`config.mk`:
```
export PLATFORM = sky130hd
export DESIGN_NAME = bchan_mask_port
export DESIGN_NICKNAME = d
export VERILOG_FILES = /design/src/rtl/bmp_pkg.sv /design/src/rtl/bmp_rst_sync.sv /design/src/rtl/bmp_slot_timer.sv /design/src/rtl/bmp_chan.sv /design/src/rtl/bchan_mask_port.sv
export SDC_FILE = /design/constraint.sdc
export NUM_CORES = 1
export LEC_CHECK = 0
export BUFFER_PORTS_ARGS = -buffer_cell sky130_fd_sc_hd__buf_2
export CAP_MARGIN = 30
export CORE_ASPECT_RATIO = 1.1
export CORE_UTILIZATION = 50
export CTS_CLUSTER_SIZE = 20
export DETAILED_ROUTE_END_ITERATION = 6
export GPL_TIMING_DRIVEN = 0
export PLACE_DENSITY = 0.72
export SLEW_MARGIN = 25
export SYNTH_ARGS = -nofsm -noshare
export SYNTH_HDL_FRONTEND = slang
export SYNTH_HIERARCHICAL = 1
export SYNTH_SLANG_ARGS = --single-unit
```
`constraint.sdc`:
```
create_clock -name clk -period 5.2 [get_ports clk]
set_input_delay 1.04 -clock clk [delete_from_list [all_inputs] [get_ports clk]]
set_output_delay 1.04 -clock clk [all_outputs]
set_load 0.03 [all_outputs]
```
`src/rtl/bmp_pkg.sv`:
```
package bmp_pkg;
  parameter int unsigned CH_BITS = 8;
  parameter int unsigned NUM_CH  = 2;
  localparam int unsigned MASK_W = CH_BITS * NUM_CH;
  typedef logic [CH_BITS-1:0] chbyte_t;
endpackage

```
`src/rtl/bmp_rst_sync.sv`:
```
module bmp_rst_sync (
  input  logic clk,
  input  logic rst_n,
  output logic rst_n_sync
);
  logic [1:0] sync_q;

  always_ff @(posedge clk or negedge rst_n) begin
    if (!rst_n) sync_q <= 2'b00;
    else        sync_q <= {sync_q[0], 1'b1};
  end

  assign rst_n_sync = sync_q[1];
endmodule

```
`src/rtl/bmp_slot_timer.sv`:
```
module bmp_slot_timer #(
  parameter int unsigned FRAME_SLOTS = 32,
  parameter int unsigned SLOT_W      = 6,
  parameter int unsigned MASK_W      = 16
) (
  input  logic              clk,
  input  logic              rst_n,
  input  logic              fsync,
  input  logic [MASK_W-1:0] mask_cfg,
  output logic [SLOT_W-1:0] slot,
  output logic [MASK_W-1:0] mask_act
);
  localparam logic [SLOT_W-1:0] IDLE = SLOT_W'(FRAME_SLOTS);

  logic [SLOT_W-1:0] cnt_q, cnt_n;
  logic [MASK_W-1:0] mask_q;

  // the sync cycle itself is slot 0, so sync bypasses the registers
  always_comb begin
    slot     = fsync ? '0 : cnt_q;
    cnt_n    = (slot == IDLE) ? IDLE : slot + 1'b1;
    mask_act = fsync ? mask_cfg : mask_q;
  end

  always_ff @(posedge clk or negedge rst_n) begin
    if (!rst_n) begin
      cnt_q  <= IDLE;
      mask_q <= '0;
    end else begin
      cnt_q <= cnt_n;
      if (fsync) mask_q <= mask_cfg;
    end
  end
endmodule

```
`src/rtl/bmp_chan.sv`:
```
module bmp_chan
  import bmp_pkg::*;
#(
  parameter int unsigned BASE   = 0,
  parameter int unsigned SLOT_W = 6
) (
  input  logic              clk,
  input  logic              rst_n,
  input  logic              fsync,
  input  logic [SLOT_W-1:0] slot,
  input  chbyte_t           mask_slice,
  input  chbyte_t           hold,
  input  logic              rxd,
  output logic              en,
  output logic              tx_bit,
  output chbyte_t           rx_data,
  output logic              rx_vld
);
  localparam int unsigned       POS_W = $clog2(CH_BITS);
  localparam logic [SLOT_W-1:0] FIRST = SLOT_W'(BASE);
  localparam logic [SLOT_W-1:0] LAST  = SLOT_W'(BASE + CH_BITS - 1);

  logic              in_ch, at_last;
  logic [SLOT_W-1:0] pos_full;
  logic [POS_W-1:0]  idx;
  chbyte_t           tx_src, tx_sh_q, tx_sh_n;
  chbyte_t           rx_base, rx_sh_q, rx_sh_n;
  chbyte_t           rx_data_q;
  logic              rx_vld_q;

  always_comb begin
    in_ch    = (slot >= FIRST) && (slot <= LAST);
    at_last  = (slot == LAST);
    pos_full = slot - FIRST;
    idx      = POS_W'(CH_BITS - 1) - pos_full[POS_W-1:0];
    en       = in_ch && mask_slice[idx];
    // transmit: byte reloaded at sync, enabled slots consume from the top
    tx_src   = fsync ? hold : tx_sh_q;
    tx_bit   = tx_src[CH_BITS-1];
    tx_sh_n  = en ? {tx_src[CH_BITS-2:0], 1'b0} : tx_src;
    // receive: packing restarts at the channel's first slot
    rx_base  = (slot == FIRST) ? '0 : rx_sh_q;
    rx_sh_n  = en ? {rx_base[CH_BITS-2:0], rxd} : rx_base;
  end

  always_ff @(posedge clk or negedge rst_n) begin
    if (!rst_n) begin
      tx_sh_q   <= '0;
      rx_sh_q   <= '0;
      rx_data_q <= '0;
      rx_vld_q  <= 1'b0;
    end else begin
      tx_sh_q <= tx_sh_n;
      if (in_ch)   rx_sh_q   <= rx_sh_n;
      if (at_last) rx_data_q <= rx_sh_n;
      rx_vld_q <= at_last;
    end
  end

  assign rx_data = rx_data_q;
  assign rx_vld  = rx_vld_q;
endmodule

```
`src/rtl/bchan_mask_port.sv`:
```
module bchan_mask_port
  import bmp_pkg::*;
#(
  parameter int unsigned FRAME_SLOTS = 32
) (
  input  logic              clk,
  input  logic              rst_n,
  input  logic              fsync,
  input  logic              rxd,
  input  logic [MASK_W-1:0] mask_cfg,
  input  chbyte_t           tx_b1,
  input  chbyte_t           tx_b2,
  output logic              txd,
  output logic              txd_oe,
  output logic              strb_b1,
  output logic              strb_b2,
  output chbyte_t           rx_b1,
  output chbyte_t           rx_b2,
  output logic              rx_b1_vld,
  output logic              rx_b2_vld
);
  localparam int unsigned SLOT_W = $clog2(FRAME_SLOTS + 1);

  logic              rst_n_i;
  logic [SLOT_W-1:0] slot;
  logic [MASK_W-1:0] mask_act;
  chbyte_t           hold    [NUM_CH];
  chbyte_t           rx_data [NUM_CH];
  logic [NUM_CH-1:0] en, tx_bit, rx_vld;

  bmp_rst_sync u_rst (.clk(clk), .rst_n(rst_n), .rst_n_sync(rst_n_i));

  bmp_slot_timer #(.FRAME_SLOTS(FRAME_SLOTS), .SLOT_W(SLOT_W), .MASK_W(MASK_W)) u_timer (
    .clk(clk), .rst_n(rst_n_i), .fsync(fsync), .mask_cfg(mask_cfg),
    .slot(slot), .mask_act(mask_act)
  );

  assign hold[0] = tx_b1;
  assign hold[1] = tx_b2;

  for (genvar c = 0; c < NUM_CH; c++) begin : g_ch
    bmp_chan #(.BASE(c * CH_BITS), .SLOT_W(SLOT_W)) u_chan (
      .clk(clk), .rst_n(rst_n_i), .fsync(fsync), .slot(slot),
      .mask_slice(mask_act[MASK_W-1-c*CH_BITS -: CH_BITS]),
      .hold(hold[c]), .rxd(rxd),
      .en(en[c]), .tx_bit(tx_bit[c]), .rx_data(rx_data[c]), .rx_vld(rx_vld[c])
    );
  end

  // channels own disjoint slots, so at most one enable is high
  assign txd_oe    = |en;
  assign txd       = |(en & tx_bit);
  assign strb_b1   = en[0];
  assign strb_b2   = en[1];
  assign rx_b1     = rx_data[0];
  assign rx_b2     = rx_data[1];
  assign rx_b1_vld = rx_vld[0];
  assign rx_b2_vld = rx_vld[1];
endmodule

```
==> flow_summary.ini <==
[outcome]
status = completed

[global_routing]
grt_max_degree = 50
grt_antenna_before_repair = 0
grt_util_all_layers_pct = 21.1
grt_pass1_vias = 2594
grt_remaining_overflow = 0
grt_pass1_wl_mm = 11.9

[synth]
syn_nets = 316
synth-seq-cells = 74
syn_inst = 279
synthArstFlopShare_pct = 100
synth_ff_type = dfrtp_1
ys_warn_count = 6
synth-compound-area-share_pct = 11.7
syn_area_sq_um = 3530
synth.distinct_cells = 47
avgSynthCellArea_sq_um = 12.7
synth-simple-area-share_pct = 12.8
synth_edf_count = 0
synth_mux_area_share_pct = 18.4
synthTopCellsByArea = dfrtp_1 (52%), mux4_1 (8.2%), mux2_2 (7.3%), a31oi_1 (3.0%), nand4_1 (3.0%)
synth_top_family_by_area = multiplexers
synthAdderAreaFrac_pct = 0.354
synth_largest_area_cell = dfrtp_1
ys_seq_area_share_pct = 52.4
synth_top_cell_area_share_pct = 51.7
synth_xor_area_share_pct = 0.991

[detailed_routing]
vias = 2533
drt_iter0_drc = 142
drt_pass1_iterations = 5
viasPerCell = 5.82
wl_per_cell_um = 16.0
wirelength_mm = 6.97
drtAntennaViolNets = 0
post-route-drc-count = 0

[die]
fp.dieH_um = 90.2
rows = 31
die_w_um = 82.2
ioPinCount = 58
core_sq_um = 6710
initial_core_util_pct = 52.7
fp.dieArea_sq_um = 7410

[sta]
rsz0062_at_grt = no
drv_slew = 0
fmax_ghz = 0.224
maxSlewHeadroom_pct = 41.2
fin_skew_ps = 8.54
fin_tns_setup_ps = 0
finalCriticalPeriod_ps = 4470
finalHoldViolations = 0
worst_slack_ps = 727
finalCritPeriodShare_pct = 86.0
setup_viol = 0
worst_pin_slew_ps = 881

[finish]
layout.nets = 385
layout-drive-gt1-share_pct = 34.6
fillers = 542
fin_area_sq_um = 4150
antenna_cells = 0
area_growth_pct = 17.4
final_cells = 435

[worst_setup_path]
worst-setup-path-type = in -> out
crit_required_ps = 4160
cp-start-kind = input port
cp_max_fo = 12
cp.arrival_ps = 3430
r2r_setup_slack_ps = 2530
endpoint_kind = output port

[placement]
place_area_sq_um = 3950
post-place-ws_ps = 757
gp_congestion = 0.844
dp_hpwl_mm = 4.93
port_buffers = 57
placedCellCount = 419

[clock_tree]
cts_buffer_depth = 2
cts_root_buf = clkbuf_8
clk_pin_slew_worst_paths_ps = 80
cts_repair_resize_count = 0
htree_num_levels = 3
cts.sinks = 74
cts-hold-fix-buffers = 0
clk_latency_ps = 350
postCtsSetupRepairBufs = 0
cts_buffers = 9
cts_tree = done

[flow_run]
cap_violations = 0

[pwr]
power.total_mw = 1.50
powerDensity_nw_per_um2 = 363
peakVddDrop_mv = 0.240
p_leak_nw = 1.91

[worst_hold_path]
hold_class = reg -> async
## cells in the final DEF, fill, tap and decap left out, types with 2 or more instances in the layout
master      count
o22a_1          2
mux2_2         23
o31ai_1        14
nand2_1         6
clkbuf_1        5
nand3_1         4
nor2_1         22
and2_1          3
buf_2          63
nor3_1          3
clkbuf_8        9
a31oi_1        17
clkinv_4        2
dfrtp_1        72
buf_4           2
nor2b_1         6
inv_1           4
mux2i_1         8
mux4_1         11
nor3_4          2
nand2b_1        5
clkinvlp_4      2
xor2_1          2
xnor2_1         2
a21oi_1        16
a21oi_2         2
nand4_1        17
buf_6           3
## Yosys cell counts (6+ instances only)
master   number
a21oi_1      16
a31oi_1      17
buf_2         6
dfrtp_1      73
mux2_2       23
mux2i_1       8
mux4_1       11
nand2_1       6
nand4_1      17
nor2_1       22
nor2b_1       6
o31ai_1      14
## critical path: stages
cell and delay (ps):
buf_2 150, buf_4 190, nor2b_1 690, nor2_1 110
and2_1 170, clkbuf_1 240, nor3_4 450, a22o_1 200
buf_2 190
## registers in the layout, indices dropped and copies added (netlist names)
signal and cells:
u_timer/mask_q 16, g_ch.u_chan/tx_sh_q 16, u_timer/cnt_q 6, g_ch.u_chan/rx_data 16, g_ch.u_chan/rx_sh_q 16, u_rst/sync_q 2, g_ch.u_chan/rx_vld 2
## logic make-up after synthesis
logic type	after synthesis
AO/OA/AOI/OAI	59
multiplexers	43
other	1
AND/OR/NAND/NOR	77
XOR/XNOR	4
flip-flops	74
buffers and inverters	20
adder cells (fa/ha/maj)	1
## layout make-up
class	instances	area, sq um	share of cell area, %
clock inverters	6	67.6	1.63
inverters	4	15.0	0.362
well taps	82	103	2.47
multi-input cells	185	1570	37.8
plain buffers	16	98.8	2.38
flip-flops and latches	74	1860	44.8
clock buffers	10	128	3.08
repair buffers	58	313	7.54
## stage by stage
step	hold WS, ps	util, %
finish	236	61.8
global route	270	61.8
CTS	249	61.8
detailed placement	242	58.9
global placement	339	58.5
floorplan	331	-
## power breakdown
part | leakage, nW | internal [mW] | total (mW) | switching [mW]
Sequential | 0.937 | 0.657 | 0.703 | 0.0459
Clock | 0.0925 | 0.222 | 0.442 | 0.220
Combinational | 0.877 | 0.147 | 0.360 | 0.213
Total | 1.91 | 1.03 | 1.50 | 0.479
## metal layers
layer	up-vias	wire length, um	GRT usage [%]
met2	72	3520	34.2
met5	-	0	0
li1	1197	-	-
met1	1253	2990	26.9
met3	11	323	4.97
met4	0	135	8.04
## worst paths after layout
path                                                              end  cells past startpoint                  startpoint
worst max register to register    g_ch[0].u_chan/tx_sh_q[5]$_DFF_PN0_                      6  u_timer/cnt_q[2]$_DFF_PN0_
worst min register to register  g_ch[0].u_chan/rx_sh_q[6]$_DFFE_PN0P_                      0   u_rst/sync_q[1]$_DFF_PN0_
max in group asynchronous                  u_timer/cnt_q[5]$_DFF_PN1_                      1   u_rst/sync_q[1]$_DFF_PN0_
worst min-delay path            g_ch[0].u_chan/rx_sh_q[6]$_DFFE_PN0P_                      0   u_rst/sync_q[1]$_DFF_PN0_
worst max-delay path                                              txd                      9                       fsync
min in group clk                            u_rst/sync_q[1]$_DFF_PN0_                      0   u_rst/sync_q[0]$_DFF_PN0_
No activity file was read; power rests on OpenSTA's default activity.
